==> config.mk <==
export PLATFORM = sky130hd
export DESIGN_NAME = ct_burst_acq
export DESIGN_NICKNAME = d
export VERILOG_FILES = /design/src/rtl/ct_pkg.sv /design/src/rtl/ct_phase_seq.sv /design/src/rtl/ct_burst_count.sv /design/src/rtl/ct_xdrive.sv /design/src/rtl/ct_result_slot.sv /design/src/rtl/ct_burst_acq.sv
export SDC_FILE = /design/constraint.sdc
export NUM_CORES = 1
export LEC_CHECK = 0
export BUFFER_PORTS_ARGS = -buffer_cell sky130_fd_sc_hd__clkbuf_2
export CAP_MARGIN = 20
export CORE_MARGIN = 2
export CORE_UTILIZATION = 45
export CTS_CLUSTER_DIAMETER = 30
export DETAILED_ROUTE_END_ITERATION = 16
export PLACE_DENSITY = 0.65
export SYNTH_ARGS = -nofsm -noshare
export SYNTH_HDL_FRONTEND = slang
export SYNTH_SLANG_ARGS = --single-unit
export TNS_END_PERCENT = 1
==> constraint.sdc <==
create_clock -name clk -period 2.9 [get_ports clk]
set_input_delay 0.145 -clock clk [delete_from_list [all_inputs] [get_ports clk]]
set_output_delay 0.145 -clock clk [all_outputs]
set_load 0.01 [all_outputs]
==> src/rtl/ct_pkg.sv <==
package ct_pkg;
  typedef enum logic [3:0] {
    PH_IDLE,
    PH_RST,
    PH_RGAP,
    PH_CHG,
    PH_XUP,
    PH_GAP,
    PH_XFR,
    PH_XDN,
    PH_END
  } phase_e;
endpackage

==> src/rtl/ct_phase_seq.sv <==
module ct_phase_seq
  import ct_pkg::*;
#(
  parameter int KEYS    = 4,
  parameter int PH_CLKS = 2,
  localparam int KW = $clog2(KEYS),
  localparam int TW = $clog2(PH_CLKS + 1)
) (
  input  logic          clk,
  input  logic          rst_n,
  input  logic          start,
  input  logic          hit,
  input  logic          cnt_last,
  output phase_e        phase,
  output logic [KW-1:0] key,
  output logic          cyc_done,
  output logic          fin,
  output logic          busy
);
  logic [TW-1:0] tmr;
  logic          ph_end;
  phase_e        nxt;

  assign ph_end   = (tmr == TW'(PH_CLKS - 1));
  assign busy     = (phase != PH_IDLE);
  assign cyc_done = (phase == PH_END) && ph_end;
  assign fin      = cyc_done && (hit || cnt_last);

  always_comb begin
    nxt = phase;
    unique case (phase)
      PH_IDLE: nxt = PH_IDLE;
      PH_RST:  nxt = PH_RGAP;
      PH_RGAP: nxt = PH_CHG;
      PH_CHG:  nxt = PH_XUP;
      PH_XUP:  nxt = PH_GAP;
      PH_GAP:  nxt = PH_XFR;
      PH_XFR:  nxt = PH_XDN;
      PH_XDN:  nxt = PH_END;
      PH_END:  nxt = (hit || cnt_last) ? PH_IDLE : PH_CHG;
      default: nxt = PH_IDLE;
    endcase
  end

  always_ff @(posedge clk or negedge rst_n) begin
    if (!rst_n) begin
      phase <= PH_IDLE;
      tmr   <= '0;
      key   <= '0;
    end else if (!busy) begin
      tmr <= '0;
      if (start) phase <= PH_RST;
    end else if (ph_end) begin
      tmr   <= '0;
      phase <= nxt;
      if (fin) key <= (key == KW'(KEYS - 1)) ? '0 : key + KW'(1);
    end else begin
      tmr <= tmr + TW'(1);
    end
  end
endmodule

==> src/rtl/ct_burst_count.sv <==
module ct_burst_count #(
  parameter int CW = 12,
  localparam int MAXC = (1 << CW) - 1
) (
  input  logic          clk,
  input  logic          rst_n,
  input  logic          clr,
  input  logic          inc,
  output logic [CW-1:0] cnt,
  output logic          last
);
  assign last = (cnt == CW'(MAXC - 1));

  always_ff @(posedge clk or negedge rst_n) begin
    if (!rst_n)   cnt <= '0;
    else if (clr) cnt <= '0;
    else if (inc) cnt <= cnt + CW'(1);
  end
endmodule

==> src/rtl/ct_xdrive.sv <==
module ct_xdrive
  import ct_pkg::*;
#(
  parameter int KEYS = 4,
  localparam int KW = $clog2(KEYS)
) (
  input  phase_e          phase,
  input  logic [KW-1:0]   key,
  output logic [KEYS-1:0] x_drv
);
  logic x_hi;
  assign x_hi = (phase == PH_XUP) || (phase == PH_GAP) || (phase == PH_XFR);

  for (genvar i = 0; i < KEYS; i++) begin : g_line
    assign x_drv[i] = x_hi && (key == KW'(i));
  end
endmodule

==> src/rtl/ct_result_slot.sv <==
module ct_result_slot #(
  parameter int CW = 12,
  parameter int KW = 2
) (
  input  logic          clk,
  input  logic          rst_n,
  input  logic          load,
  input  logic [CW-1:0] len_in,
  input  logic [KW-1:0] key_in,
  input  logic          to_in,
  input  logic          ready,
  output logic          valid,
  output logic [CW-1:0] len,
  output logic [KW-1:0] key,
  output logic          to
);
  always_ff @(posedge clk or negedge rst_n) begin
    if (!rst_n) begin
      valid <= 1'b0;
      len   <= '0;
      key   <= '0;
      to    <= 1'b0;
    end else if (load) begin
      valid <= 1'b1;
      len   <= len_in;
      key   <= key_in;
      to    <= to_in;
    end else if (ready) begin
      valid <= 1'b0;
    end
  end
endmodule

==> src/rtl/ct_burst_acq.sv <==
module ct_burst_acq
  import ct_pkg::*;
#(
  parameter int KEYS    = 4,
  parameter int CW      = 12,
  parameter int PH_CLKS = 2,
  localparam int KW = $clog2(KEYS)
) (
  input  logic            clk,
  input  logic            rst_n,
  input  logic            start_tick,
  input  logic            cmp_hit,
  output logic            sw_dump,
  output logic            sw_chg,
  output logic            sw_xfr,
  output logic [KEYS-1:0] x_drv,
  output logic            x_oe,
  output logic            res_valid,
  input  logic            res_ready,
  output logic [CW-1:0]   res_len,
  output logic [KW-1:0]   res_key,
  output logic            res_timeout
);
  phase_e        phase;
  logic [KW-1:0] key;
  logic          cyc_done, fin, busy, start, cnt_last;
  logic [CW-1:0] cnt;

  assign start = start_tick && !busy && (!res_valid || res_ready);

  ct_phase_seq #(.KEYS(KEYS), .PH_CLKS(PH_CLKS)) u_seq (
    .clk(clk), .rst_n(rst_n), .start(start), .hit(cmp_hit),
    .cnt_last(cnt_last), .phase(phase), .key(key),
    .cyc_done(cyc_done), .fin(fin), .busy(busy)
  );

  ct_burst_count #(.CW(CW)) u_cnt (
    .clk(clk), .rst_n(rst_n), .clr(start), .inc(cyc_done),
    .cnt(cnt), .last(cnt_last)
  );

  ct_xdrive #(.KEYS(KEYS)) u_xd (
    .phase(phase), .key(key), .x_drv(x_drv)
  );

  ct_result_slot #(.CW(CW), .KW(KW)) u_slot (
    .clk(clk), .rst_n(rst_n), .load(fin),
    .len_in(cnt + CW'(1)), .key_in(key), .to_in(!cmp_hit),
    .ready(res_ready), .valid(res_valid), .len(res_len),
    .key(res_key), .to(res_timeout)
  );

  assign sw_dump = (phase == PH_RST);
  assign sw_chg  = (phase == PH_CHG) || (phase == PH_XUP);
  assign sw_xfr  = (phase == PH_XFR) || (phase == PH_XDN);

  always_ff @(posedge clk or negedge rst_n) begin
    if (!rst_n) x_oe <= 1'b0;
    else        x_oe <= 1'b1;
  end
endmodule

; ---- Yosys cells after proc, flatten, opt, wreduce, memory -nomap -nowiden
; Index checks and enable logic that the tools add are counted.
[classes]
muxes = 12
eq_ne = 14
reduce_logical = 24
addsub = 3
[ops]
columns = op, count
row1 = one-hot mux 4 bit (8 select lines), 1
row2 = two-way mux 12 bit, 2
row3 = == test 4 x 3 -> 1 bit (second input constant), 4
row4 = adder 12 x 1 -> 12 bit (second input constant), 1
row5 = == test 12 bit (second input constant), 1
row6 = two-way mux 4 bit, 3
row7 = == test 4 x 2 -> 1 bit (second input constant), 2
row8 = logical AND 1 bit, 8
row9 = two-way mux 2 bit, 4
row10 = logical OR 1 bit, 6
row11 = nonzero test 2 bit, 3
row12 = adder 2 x 1 -> 2 bit (second input constant), 2
row13 = == test 2 x 1 -> 1 bit (second input constant), 2
row14 = == test 2 bit (second input constant), 2
row15 = == test 4 x 1 -> 1 bit (second input constant), 1
row16 = == test 4 bit (second input constant), 1
row17 = nonzero test 4 bit, 1
row18 = logical NOT 1 bit, 3
row19 = AND reduction 3 bit, 1
row20 = logical NOT 2 bit, 1
row21 = two-way mux 1 bit, 2
row22 = != test 2 bit (second input constant), 1
row23 = AND reduction 2 bit, 1
[word_totals]
reg_bits = 37
out_inout_bits = 24
elab_cells = 62

; ---- Depth between registers and ports, before layout
[logic_depth]
depth_word = 6
mapped_depth = 7
depth_no_buf = 6

; ---- Cells and area by module
; Synthesis repeated with hierarchy kept, for this count alone.
[unflattened]
hier_cells = 179
hier_area_um2 = 2024.4
[modules_own_cells]
columns = module, seq_area_each_um2, n_inst, area_per_inst_um2, cells_each
row1 = ct_result_slot, 400.4, 1, 646.9, 35
row2 = ct_burst_count, 300.3, 1, 608.1, 60
row3 = ct_phase_seq, 200.2, 1, 414.1, 38
row4 = ct_burst_acq, 25.0, 1, 287.8, 39
row5 = ct_xdrive, 0.0, 1, 67.6, 7

; ---- Least setup slack after synthesis
; Ideal clock, no wire load.
[synth_path]
path_kind = reg-to-reg
start = register u_seq.phase[0]
end = register u_cnt.cnt[6]
stages_incl_launch_ff = 7
t_arrival_ns = 1.721
setup_ns = 0.125
slack_ns = 1.054
period_less_slack_ns = 1.846
n_path_buf = 2
cell_sequence = dfrtp_1 -> buf_2 -> or3_1 -> or2_2 -> buf_4 -> mux2i_1 -> mux2_2
[synth_between]
elab_chain_cells = 5
elab_cells_between_ends = 8
classes_between = eq/ne: 1 / mux: 1 / reduce/logical: 6
[synth_rtl]
columns = element, line
row1 = "start, declared", ct_phase_seq.sv:14  ; output phase_e phase,
row2 = "start signal, assigned", ct_phase_seq.sv:55  ; phase <= nxt;
row3 = nonzero test 4 bit, ct_phase_seq.sv:25  ; assign busy = (phase != PH_IDLE);
row4 = logical NOT 1 bit, -
row5 = logical AND 1 bit (2 in a row), ct_burst_acq.sv:29  ; assign start = start_tick && !busy && (!res_valid || res_ready);
row6 = two-way mux 12 bit / nonzero test 2 bit (equally long branches), -
row7 = "end signal, assigned", ct_burst_count.sv:17  ; else if (inc) cnt <= cnt + CW'(1);
row8 = "end, declared", ct_burst_count.sv:9  ; output logic [CW-1:0] cnt,
; Several ways; a longest one is shown, not always the timed one.
; A chain may end at the register's enable or synchronous reset.

; ---- Worst setup path in the final report
[layout_path]
start = register u_seq.phase[1]
end = register u_slot.len[0]
[layout_between]
elab_chain_cells = 3
[layout_rtl]
columns = element, line
row1 = == test 4 bit, ct_phase_seq.sv:26  ; assign cyc_done = (phase == PH_END) && ph_end;
row2 = logical AND 1 bit, ct_phase_seq.sv:26
row3 = logical AND 1 bit, ct_phase_seq.sv:27  ; assign fin = cyc_done && (hit || cnt_last);
row4 = "end signal, assigned", ct_result_slot.sv:25  ; len <= len_in;
row5 = "end, declared", ct_result_slot.sv:13  ; output logic [CW-1:0] len,
; Every way passes these cells.

==> results by group <==
Status
  • Status: complete, but fails checks
  • Failing checks: negative hold slack

Floorplanning
  • Chip height: 70.6 um
  • Full die area: 4980 um^2
  • Initial core utilization: 46.1%
  • Boundary Pins: 29
  • Core area: 4320 um^2
  • Die X: 70.6 um
  • Row Count: 24

Clock network
  • Cts repair resizes: 0
  • Clock transition at path regs: 0.07 ns
  • Post-CTS setup buffers: 0
  • CTS Buf Count: 5
  • Number of clock sinks: 37
  • CTS tree: yes
  • Hold buffer count at CTS: 0
  • CTS max path bufs: 2
  • CTS H-tree lvls: 2
  • Skew-Pair Late Insertion Delay: 0.29 ns
  • Root buffer cell: clkbuf_8

Final layout
  • Fill cell count: 406
  • N_diodes: 0
  • Most common cell after layout, fill and taps aside: dfrtp_1
  • Most frequent cells in the layout: dfrtp_1, clkbuf_2, nor2_1
  • Fin cells: 260
  • Area Overhead vs Synth: 12.3%
  • Nets@finish: 218
  • Layout cells sized above 1: 27.9%

Synth
  • Register area share after synthesis: 46.4%
  • EDFF count, synth: 0
  • Share of the synthesized area in the top cell type: 46.4%
  • Count of different cell masters after synthesis: 41
  • Largest area contributor in the netlist: dfrtp_1
  • Syn_nets: 191
  • Top cells by area, synth: dfrtp_1, mux2_4, mux2_2
  • Post-Syn Area per Cell: 11.1 um^2
  • Gate Count Post-Synth: 180
  • Flops & latches, synth: 37
  • Synth Cell Area: 1990 um^2
  • Synth warn: 0
  • Post-synth top flop: dfrtp_1
  • Ys async rst share: 100%

Setup path
  • WP data required: 3.08 ns
  • Slowest CP cell: dfrtp_1
  • Critical path buffers and inverters: 0
  • Reg-to-reg setup timing slack: 0.79 ns
  • Critical path fanouts, max: 17
  • Crit path kind: reg -> reg
  • CP delay by family, top: simple AND/OR/NAND/NOR gates
  • Slowest stage delay, CP: 0.49 ns
  • Crit end category: register
  • CP Cell Sequence: or3_1, nor2_1, nand2_4, mux2_4
  • Crit start category: register
  • Critical Path AT: 2.29 ns

Pwr
  • Cell Pwr Density: 652 nW/um^2
  • Internal power: 946 uW
  • Sequential Power Share: 48.6%
  • Peak VDD IR: 0.427 mV
  • Sw frac: 35.2%
  • Combinational Power Share: 27.3%
  • Clock share of power: 24.1%
  • Switching power: 513 uW
  • Leak: 1.19 nW

STA
  • RSZ-0062 raised after global routing: no
  • Fin. Hold Viols: 37
  • Setup TNS Final: 0 ns
  • Max-slew violation count: 0
  • Slew at the pin closest to its max-slew limit: 0.905 ns
  • Maximum clock rate: 473 MHz
  • Worst Skew: 0.00667 ns
  • # setup viols final: 0
  • Hold_ws: -0.0315 ns
  • Final period utilization: 72.8%
  • Fin crit period: 2.11 ns
  • Slew HR: 39.6%

Routing
  • Drt total wl: 3.76 mm
  • Routed vias: 1375
  • Initial DRC Count: 61
  • Average via count per standard cell: 5.29
  • Final antenna-violating net count: 0
  • DR WL/cell: 14.5 um
  • # DRC: 0
  • Pre-antenna DRT Iters: 4

Global routing
  • Gr usage total: 16.3%
  • First-pass GRT wire length: 6.38 mm
  • Largest net degree at the start of global routing: 38
  • Gr ovfl total: 0
  • Initial antenna violation count: 0
  • Vias in the first global route: 1400

Run
  • # Max-Cap Violations: 0

Hold path
  • Min-delay worst type: in -> async

Placed design
  • Dpl hpwl: 2.60 mm
  • Placed cell count: 252
  • GP Congestion: 0.847
  • # port buffers: 28
-- sequential cells by signal (all words and copies together) (netlist names) --
| name | count |
|---|---|
| u_slot.len | 12 |
| x_oe | 1 |
| u_slot.valid | 1 |
| u_cnt.cnt | 12 |
| u_seq.phase | 4 |
| u_slot.key | 2 |
| u_seq.tmr | 2 |
| u_seq.key | 2 |
| u_slot.to | 1 |
-- stage by stage --
step	setup slack (ns)	util (%)	cell area (um^2)	total power, mW
after global routing	0.614	51.8	2240	1.56
after CTS	0.779	51.8	2240	1.47
after global placement	0.857	49.9	2160	1.10
after detailed placement	0.775	49.9	2160	1.12
final	0.788	51.8	2240	1.46
after floorplan	1.05	-	1990	0.994
-- layout make-up --
class                      instances  area, um^2  area share, %
clock buffer                       6        72.6           3.24
clock inverter                     2        10.0          0.447
inverter                           6        22.5           1.01
multi-input combinational        128         996           44.5
sequential                        37         926           41.3
tap                               52        65.1           2.91
timing repair buffer              29         148           6.59
-- final timing paths --
| path | to | cells after the start | start |
|---|---|---|---|
| worst max-delay path | u_slot.len[0] | 4 | u_seq.phase[1] |
| worst min-delay path | u_slot.len[11] | 1 | rst_n |
| worst max register to register | u_slot.len[0] | 4 | u_seq.phase[1] |
| worst min register to register | u_seq.tmr[0] | 1 | u_seq.tmr[0] |
| max in group asynchronous | u_seq.phase[3] | 1 | rst_n |
| min in group clk | u_slot.to | 2 | cmp_hit |
-- metal layers --
metal	share of wire [%]	vias to the layer above	track usage [%]	wire, um
li1	-	682	-	-
met1	47	663	20.1	1750
met2	48	22	27.6	1820
met3	2.9	8	3.13	110
met4	2.0	0	7.55	76
met5	0	-	0	0
-- kinds of logic after synthesis --
group,after synthesis,synth area share (%)
multiplexers,23,14.2
AO/OA/AOI/OAI,22,8.91
AND/OR/NAND/NOR,66,18.5
other,1,0.188
XOR/XNOR,10,4.39
buffers and inverters,15,3.64
adder cells (fa/ha/maj),6,3.76
flip-flops,37,46.4
-- cells in the mapped netlist (4+ instances only) --
| library cell | instances |
|---|---|
| mux2_4 | 8 |
| mux2_2 | 10 |
| a22o_1 | 6 |
| mux2i_1 | 5 |
| a21oi_1 | 6 |
| and2_1 | 6 |
| nand2_1 | 9 |
| nor3_1 | 5 |
| inv_1 | 6 |
| ha_1 | 6 |
| nand3_1 | 6 |
| xor2_1 | 6 |
| xnor2_1 | 4 |
| nor2_1 | 16 |
| dfrtp_1 | 37 |
| buf_2 | 4 |
-- power groups by stage --
stage | Combinational (mW) | Sequential [mW] | Clock, mW
floorplan | 0.339 | 0.655 | 0
global placement | 0.392 | 0.710 | 0
detailed placement | 0.401 | 0.720 | 0
CTS | 0.404 | 0.710 | 0.359
global route | 0.448 | 0.730 | 0.384
finish | 0.399 | 0.709 | 0.351
(Power assumes the default switching activity.)
